--- config.mk ---
export PLATFORM = sky130hd
export DESIGN_NAME = page_xlate
export DESIGN_NICKNAME = d
export VERILOG_FILES = /design/src/rtl/pgx_pkg.sv /design/src/rtl/pgx_ptr_bank.sv /design/src/rtl/pgx_ovr_window.sv /design/src/rtl/pgx_addr_mux.sv /design/src/rtl/page_xlate.sv
export SDC_FILE = /design/constraint.sdc
export NUM_CORES = 1
export LEC_CHECK = 0
export BUFFER_PORTS_ARGS = -buffer_cell sky130_fd_sc_hd__clkbuf_2
export CAP_MARGIN = 20
export CORE_UTILIZATION = 56
export CTS_BUF_LIST = sky130_fd_sc_hd__clkbuf_8
export CTS_CLUSTER_DIAMETER = 200
export DETAILED_ROUTE_END_ITERATION = 12
export PLACE_DENSITY = 0.88
export SLEW_MARGIN = 20
export SYNTH_ARGS = -nofsm -noshare
export SYNTH_HDL_FRONTEND = slang
export SYNTH_SLANG_ARGS = --single-unit
--- constraint.sdc ---
create_clock -name clk -period 1.8 [get_ports clk]
set_input_delay 0.27 -clock clk [delete_from_list [all_inputs] [get_ports clk]]
set_output_delay 0.27 -clock clk [all_outputs]
set_load 0.02 [all_outputs]
--- src/rtl/pgx_pkg.sv ---
package pgx_pkg;
   localparam int unsigned PGX_LA_W   = 16;
   localparam int unsigned PGX_SEL_W  = 2;
   localparam int unsigned PGX_PAGE_W = 10;
   localparam int unsigned PGX_WIN_W  = 2;
   localparam bit          PGX_OUT_REG = 1'b1;
endpackage

--- src/rtl/pgx_ptr_bank.sv ---
module pgx_ptr_bank #(
   parameter int unsigned SEL_W  = 2,
   parameter int unsigned PAGE_W = 10,
   localparam int unsigned NPTR  = 1 << SEL_W
) (
   input  logic                         clk,
   input  logic                         rst_n,
   input  logic                         we,
   input  logic [SEL_W-1:0]             wsel,
   input  logic [PAGE_W-1:0]            wdata,
   output logic [NPTR-1:0][PAGE_W-1:0]  ptrs
);
   for (genvar g = 0; g < NPTR; g++) begin : g_reg
      always_ff @(posedge clk or negedge rst_n) begin
         if (!rst_n)
            ptrs[g] <= '0;
         else if (we && (wsel == SEL_W'(g)))
            ptrs[g] <= wdata;
      end
   end
endmodule

--- src/rtl/pgx_ovr_window.sv ---
module pgx_ovr_window #(
   parameter int unsigned PAGE_W = 10,
   parameter int unsigned WIN_W  = 2
) (
   input  logic              clk,
   input  logic              rst_n,
   input  logic              cmd,
   input  logic [PAGE_W-1:0] cmd_page,
   input  logic [WIN_W-1:0]  cmd_len,
   input  logic              done,
   output logic              act,
   output logic [WIN_W-1:0]  left,
   output logic [PAGE_W-1:0] page
);
   always_ff @(posedge clk or negedge rst_n) begin
      if (!rst_n) begin
         act  <= 1'b0;
         left <= '0;
         page <= '0;
      end else if (cmd) begin
         act  <= 1'b1;
         left <= cmd_len;
         page <= cmd_page;
      end else if (act && done) begin
         if (left == '0)
            act <= 1'b0;
         else
            left <= left - 1'b1;
      end
   end
endmodule

--- src/rtl/pgx_addr_mux.sv ---
module pgx_addr_mux #(
   parameter int unsigned LA_W    = 16,
   parameter int unsigned SEL_W   = 2,
   parameter int unsigned PAGE_W  = 10,
   parameter bit          OUT_REG = 1'b1,
   localparam int unsigned NPTR   = 1 << SEL_W,
   localparam int unsigned OFS_W  = LA_W - SEL_W,
   localparam int unsigned PA_W   = PAGE_W + OFS_W
) (
   input  logic                         clk,
   input  logic                         rst_n,
   input  logic                         acc,
   input  logic [LA_W-1:0]              lad,
   input  logic [NPTR-1:0][PAGE_W-1:0]  ptrs,
   input  logic                         ovr_act,
   input  logic [PAGE_W-1:0]            ovr_page,
   output logic [PA_W-1:0]              pad,
   output logic                         vld
);
   logic [SEL_W-1:0]  sel;
   logic [PAGE_W-1:0] page;
   logic [PA_W-1:0]   pad_c;

   assign sel   = lad[LA_W-1:OFS_W];
   assign page  = ovr_act ? ovr_page : ptrs[sel];
   assign pad_c = {page, lad[OFS_W-1:0]};

   if (OUT_REG) begin : g_reg
      always_ff @(posedge clk or negedge rst_n) begin
         if (!rst_n) begin
            pad <= '0;
            vld <= 1'b0;
         end else begin
            vld <= acc;
            if (acc)
               pad <= pad_c;
         end
      end
   end else begin : g_comb
      logic unused_clk;
      assign unused_clk = clk ^ rst_n;
      assign pad = pad_c;
      assign vld = acc;
   end
endmodule

--- src/rtl/page_xlate.sv ---
module page_xlate
   import pgx_pkg::*;
#(
   parameter int unsigned LA_W    = PGX_LA_W,
   parameter int unsigned SEL_W   = PGX_SEL_W,
   parameter int unsigned PAGE_W  = PGX_PAGE_W,
   parameter int unsigned WIN_W   = PGX_WIN_W,
   parameter bit          OUT_REG = PGX_OUT_REG,
   localparam int unsigned NPTR   = 1 << SEL_W,
   localparam int unsigned OFS_W  = LA_W - SEL_W,
   localparam int unsigned PA_W   = PAGE_W + OFS_W
) (
   input  logic              clk,
   input  logic              rst_n,
   input  logic              acc_i,
   input  logic [LA_W-1:0]   lad_i,
   input  logic              ptr_we_i,
   input  logic [SEL_W-1:0]  ptr_sel_i,
   input  logic [PAGE_W-1:0] ptr_wdata_i,
   input  logic              ovr_cmd_i,
   input  logic [PAGE_W-1:0] ovr_page_i,
   input  logic [WIN_W-1:0]  ovr_len_i,
   input  logic              instr_done_i,
   output logic [PA_W-1:0]   pad_o,
   output logic              pad_vld_o
);
   if (LA_W <= SEL_W) begin : g_bad_la
      $error("page_xlate: LA_W must exceed SEL_W");
   end
   if (SEL_W < 1 || SEL_W > 4) begin : g_bad_sel
      $error("page_xlate: SEL_W must be 1..4");
   end
   if (PAGE_W < 1 || WIN_W < 1) begin : g_bad_w
      $error("page_xlate: PAGE_W and WIN_W must be nonzero");
   end

   logic [NPTR-1:0][PAGE_W-1:0] ptrs;
   logic                        ovr_act;
   logic [WIN_W-1:0]            ovr_left;
   logic [PAGE_W-1:0]           ovr_pg;

   pgx_ptr_bank #(.SEL_W(SEL_W), .PAGE_W(PAGE_W)) u_bank (
      .clk   (clk),
      .rst_n (rst_n),
      .we    (ptr_we_i),
      .wsel  (ptr_sel_i),
      .wdata (ptr_wdata_i),
      .ptrs  (ptrs)
   );

   pgx_ovr_window #(.PAGE_W(PAGE_W), .WIN_W(WIN_W)) u_win (
      .clk      (clk),
      .rst_n    (rst_n),
      .cmd      (ovr_cmd_i),
      .cmd_page (ovr_page_i),
      .cmd_len  (ovr_len_i),
      .done     (instr_done_i),
      .act      (ovr_act),
      .left     (ovr_left),
      .page     (ovr_pg)
   );

   pgx_addr_mux #(.LA_W(LA_W), .SEL_W(SEL_W), .PAGE_W(PAGE_W), .OUT_REG(OUT_REG)) u_mux (
      .clk      (clk),
      .rst_n    (rst_n),
      .acc      (acc_i),
      .lad      (lad_i),
      .ptrs     (ptrs),
      .ovr_act  (ovr_act),
      .ovr_page (ovr_pg),
      .pad      (pad_o),
      .vld      (pad_vld_o)
   );
endmodule

==> run_results.csv <==
group,metric,value,unit
status,status,"complete, no violations",
route,wl_per_cell,16.4,um
clock_tree,cts_resized,0,
clock_tree,cts_made_buffers,9,
setup_path,cpPeakStageDelay,330,ps
sta,tightest_slew,487,ps
power,leakagePower,1.85,nW
setup_path,path_class,"register to register",
min_path,hold_class,"primary input to register",
route,drt_pass1_iterations,4,
global_route,grt_max_degree,59,
yosys,ys_types,20,
setup_path,critical_path_arrival,1530,ps
floorplan,io_pins,71,
setup_path,cp_num_buf_inv,1,
route,routed_wl,5.94,mm
route,drc,0,
power,totalPowerFinal,4.08,mW
final_layout,areaGrowthSynthToFinish,19.3,%
final_layout,n_fill_cell,396,
clock_tree,cts_tree,"yes",
placement,dp_hpwl,4.11,mm
sta,setup_tns,0,ps
clock_tree,htreeDepth,3,
clock_tree,cts.sinks,78,
global_route,grt_pass1_vias,1949,
setup_path,cp.depth,5,
yosys,synth_edf_count,0,
sta,clock.fmax,0.772,GHz
sta,fin_crit_sh,0.720,
setup_path,critPathTopFamily,"multiplexers",
yosys,yosys_most_used_dff,"dfrtp_1",
placement,dp.cells,346,
placement,port_buffers,70,
sta,rsz0062_at_grt,"no",
sta,finalCriticalPeriod,1300,ps
setup_path,cp_max_fo,2,
power,ir_worst_vdd,0.000581,V
route,vias,1942,
placement,gp_congestion,0.712,
clock_tree,cts_max_path_buffers,2,
sta,final_max_slew_viol_count,0,
yosys,syn_area,3260,sq um
global_route,grt_pass1_wl,9.92,mm
global_route,overflow,0,
clock_tree,insertion_delay,350,ps
final_layout,final_util,0.699,
sta,skew,5.54,ps
setup_path,critPathSlowestCell,"dfrtp_1",
setup_path,timing.critical_path.required,2040,ps
setup_path,crit_path_cell_trace,"inv_1 -> ha_1 -> nand3b_1 -> mux2i_1 -> mux2_2",
route,first_iter_violations,102,
floorplan,rows,27,
floorplan,core_area,5570,sq um
floorplan,die_h,78.3,um
yosys,ys_top_cells_by_count,"dfrtp_1 (78), mux2_1 (43), mux2_2 (22)",
final_layout,n_antenna_cell,0,
setup_path,crit_path_start_kind,"register",
yosys,synthDominantCellAreaShare,0.598,
yosys,avgSynthCellArea,15.7,sq um
sta,relSlewSlack,0.676,
min_path,min_path_cells,3,
yosys,yosysMostFrequentCell,"dfrtp_1",
global_route,grt_usage,0.223,
sta,finalSetupViolCount,0,
final_layout,finalNonFillerCells,363,
yosys,syn-num-nets,255,
clock_tree,cts_post_setup_buffers_inserted,0,
power,p_per_area,1050,nW/um^2
final_layout,drive_gt1_frac,0.419,
job,drv_cap,0,
yosys,synth_top_area_cell,"dfrtp_1",
clock_tree,clkTransAtPathRegs,70,ps
yosys,postSynth.asyncResetShare,1.00,
sta,hold_viol_final,0,
setup_path,cp-end-kind,"register",
floorplan,start_util,0.585,
route,post_drt_via_cell_ratio,5.35,
route,ant_nets,0,
setup_path,rr_worst_depth,5,
yosys,ys_ff_latch,78,
floorplan,die_w,78.3,um
yosys,synthTopCellsByArea,"dfrtp_1 (60%), mux2_1 (15%), mux2_2 (7.6%)",
final_layout,fin_nets,333,
yosys,yosysWarningCount,0,
yosys,netlist_instances,208,
yosys,ys_seq_area_frac,0.598,
floorplan,die_area,6140,sq um
clock_tree,clockRootBuffer,"clkbuf_8",
global_route,antenna_found_initial,0,
cells by family after synthesis:
group           Yosys count  synth area share
mux                      86             0.327
flops                    78             0.598
simple gates             17            0.0261
buf+inv                  13            0.0230
compound gates           12            0.0192
xor+xnor                  1           0.00268
fa+ha+maj                 1           0.00383
metal layers:
metal	vias to the layer above	part of all wire	global-route usage
met5	-	0	0
met4	0	0.022	0.111
met3	13	0.060	0.0581
met2	70	0.44	0.328
met1	955	0.48	0.310
li1	904	-	-
power breakdown:
part           internal [mW]  total [mW]  leakage [nW]  switching [mW]
Sequential              2.03        2.17         0.911           0.146
Combinational          0.383       0.736         0.834           0.353
Clock                  0.595        1.18         0.108           0.581
state kept, by name, summed over array words and instances, names as in the netlist:
signal	cells
u_mux.pad	24
u_win.left	2
u_bank.ptrs	40
u_win.page	10
u_mux.vld	1
u_win.act	1
worst reg2reg max path, cell delays in order, from the launching register on:
cell	delay (ps)
dfrtp_1	330
inv_1	60
ha_1	200
nand3b_1	200
mux2i_1	140
mux2_2	260
stage by stage:
step / hold slack, ps / area [sq um] / setup WS [ps]
after CTS: 128 / 3890 / 501
after detailed placement: 176 / 3700 / 260
after global routing: 142 / 3890 / 415
after floorplan: -25.6 / 3260 / 563
after global placement: 168 / 3700 / 281
final: 140 / 3890 / 504
timing repair:
action,4_1_cts,5_1_grt
hold buffers,1,0
hold endpoints to repair,20,0
setup endpoints to repair,0,0
cell usage in the layout, fill, tap and decap left out:
cell           instances
xnor2_1                1
dfrtp_1               78
mux4_2                10
nand3b_1               3
clkbuf_8              12
nand3_2                1
a21oi_1               10
buf_12                 1
mux2i_1               11
mux2_2                22
nand2_1                2
o21ai_0                1
a21o_1                 1
inv_1                  6
ha_1                   1
mux2_1                43
buf_4                  7
nor2_1                10
clkbuf_2              69
nor3b_1                1
dlygate4sd3_1          1
cell type report:
type                            instances  area [sq um]  share of cell area
Tap cell                               72          90.1              0.0231
Clock inverter                          4          15.0             0.00386
Clock buffer                           12           165              0.0424
Sequential cell                        78          1950               0.501
Inverter                                2          7.51             0.00193
Timing Repair Buffer                   78           428               0.110
Multi-Input combinational cell        117          1240               0.317
final timing paths:
kind,from,to,slack (ps)
min in group asynchronous,rst_n,u_mux.pad[13],350
max reg2reg,u_win.left[0],u_win.left[1],500
max in group asynchronous,rst_n,u_bank.ptrs[30],860
max,u_win.left[0],u_win.left[1],500
min,ovr_len_i[0],u_win.left[0],140
min reg2reg,u_mux.pad[9],u_mux.pad[9],490
Power figures use the tool's default switching activity.
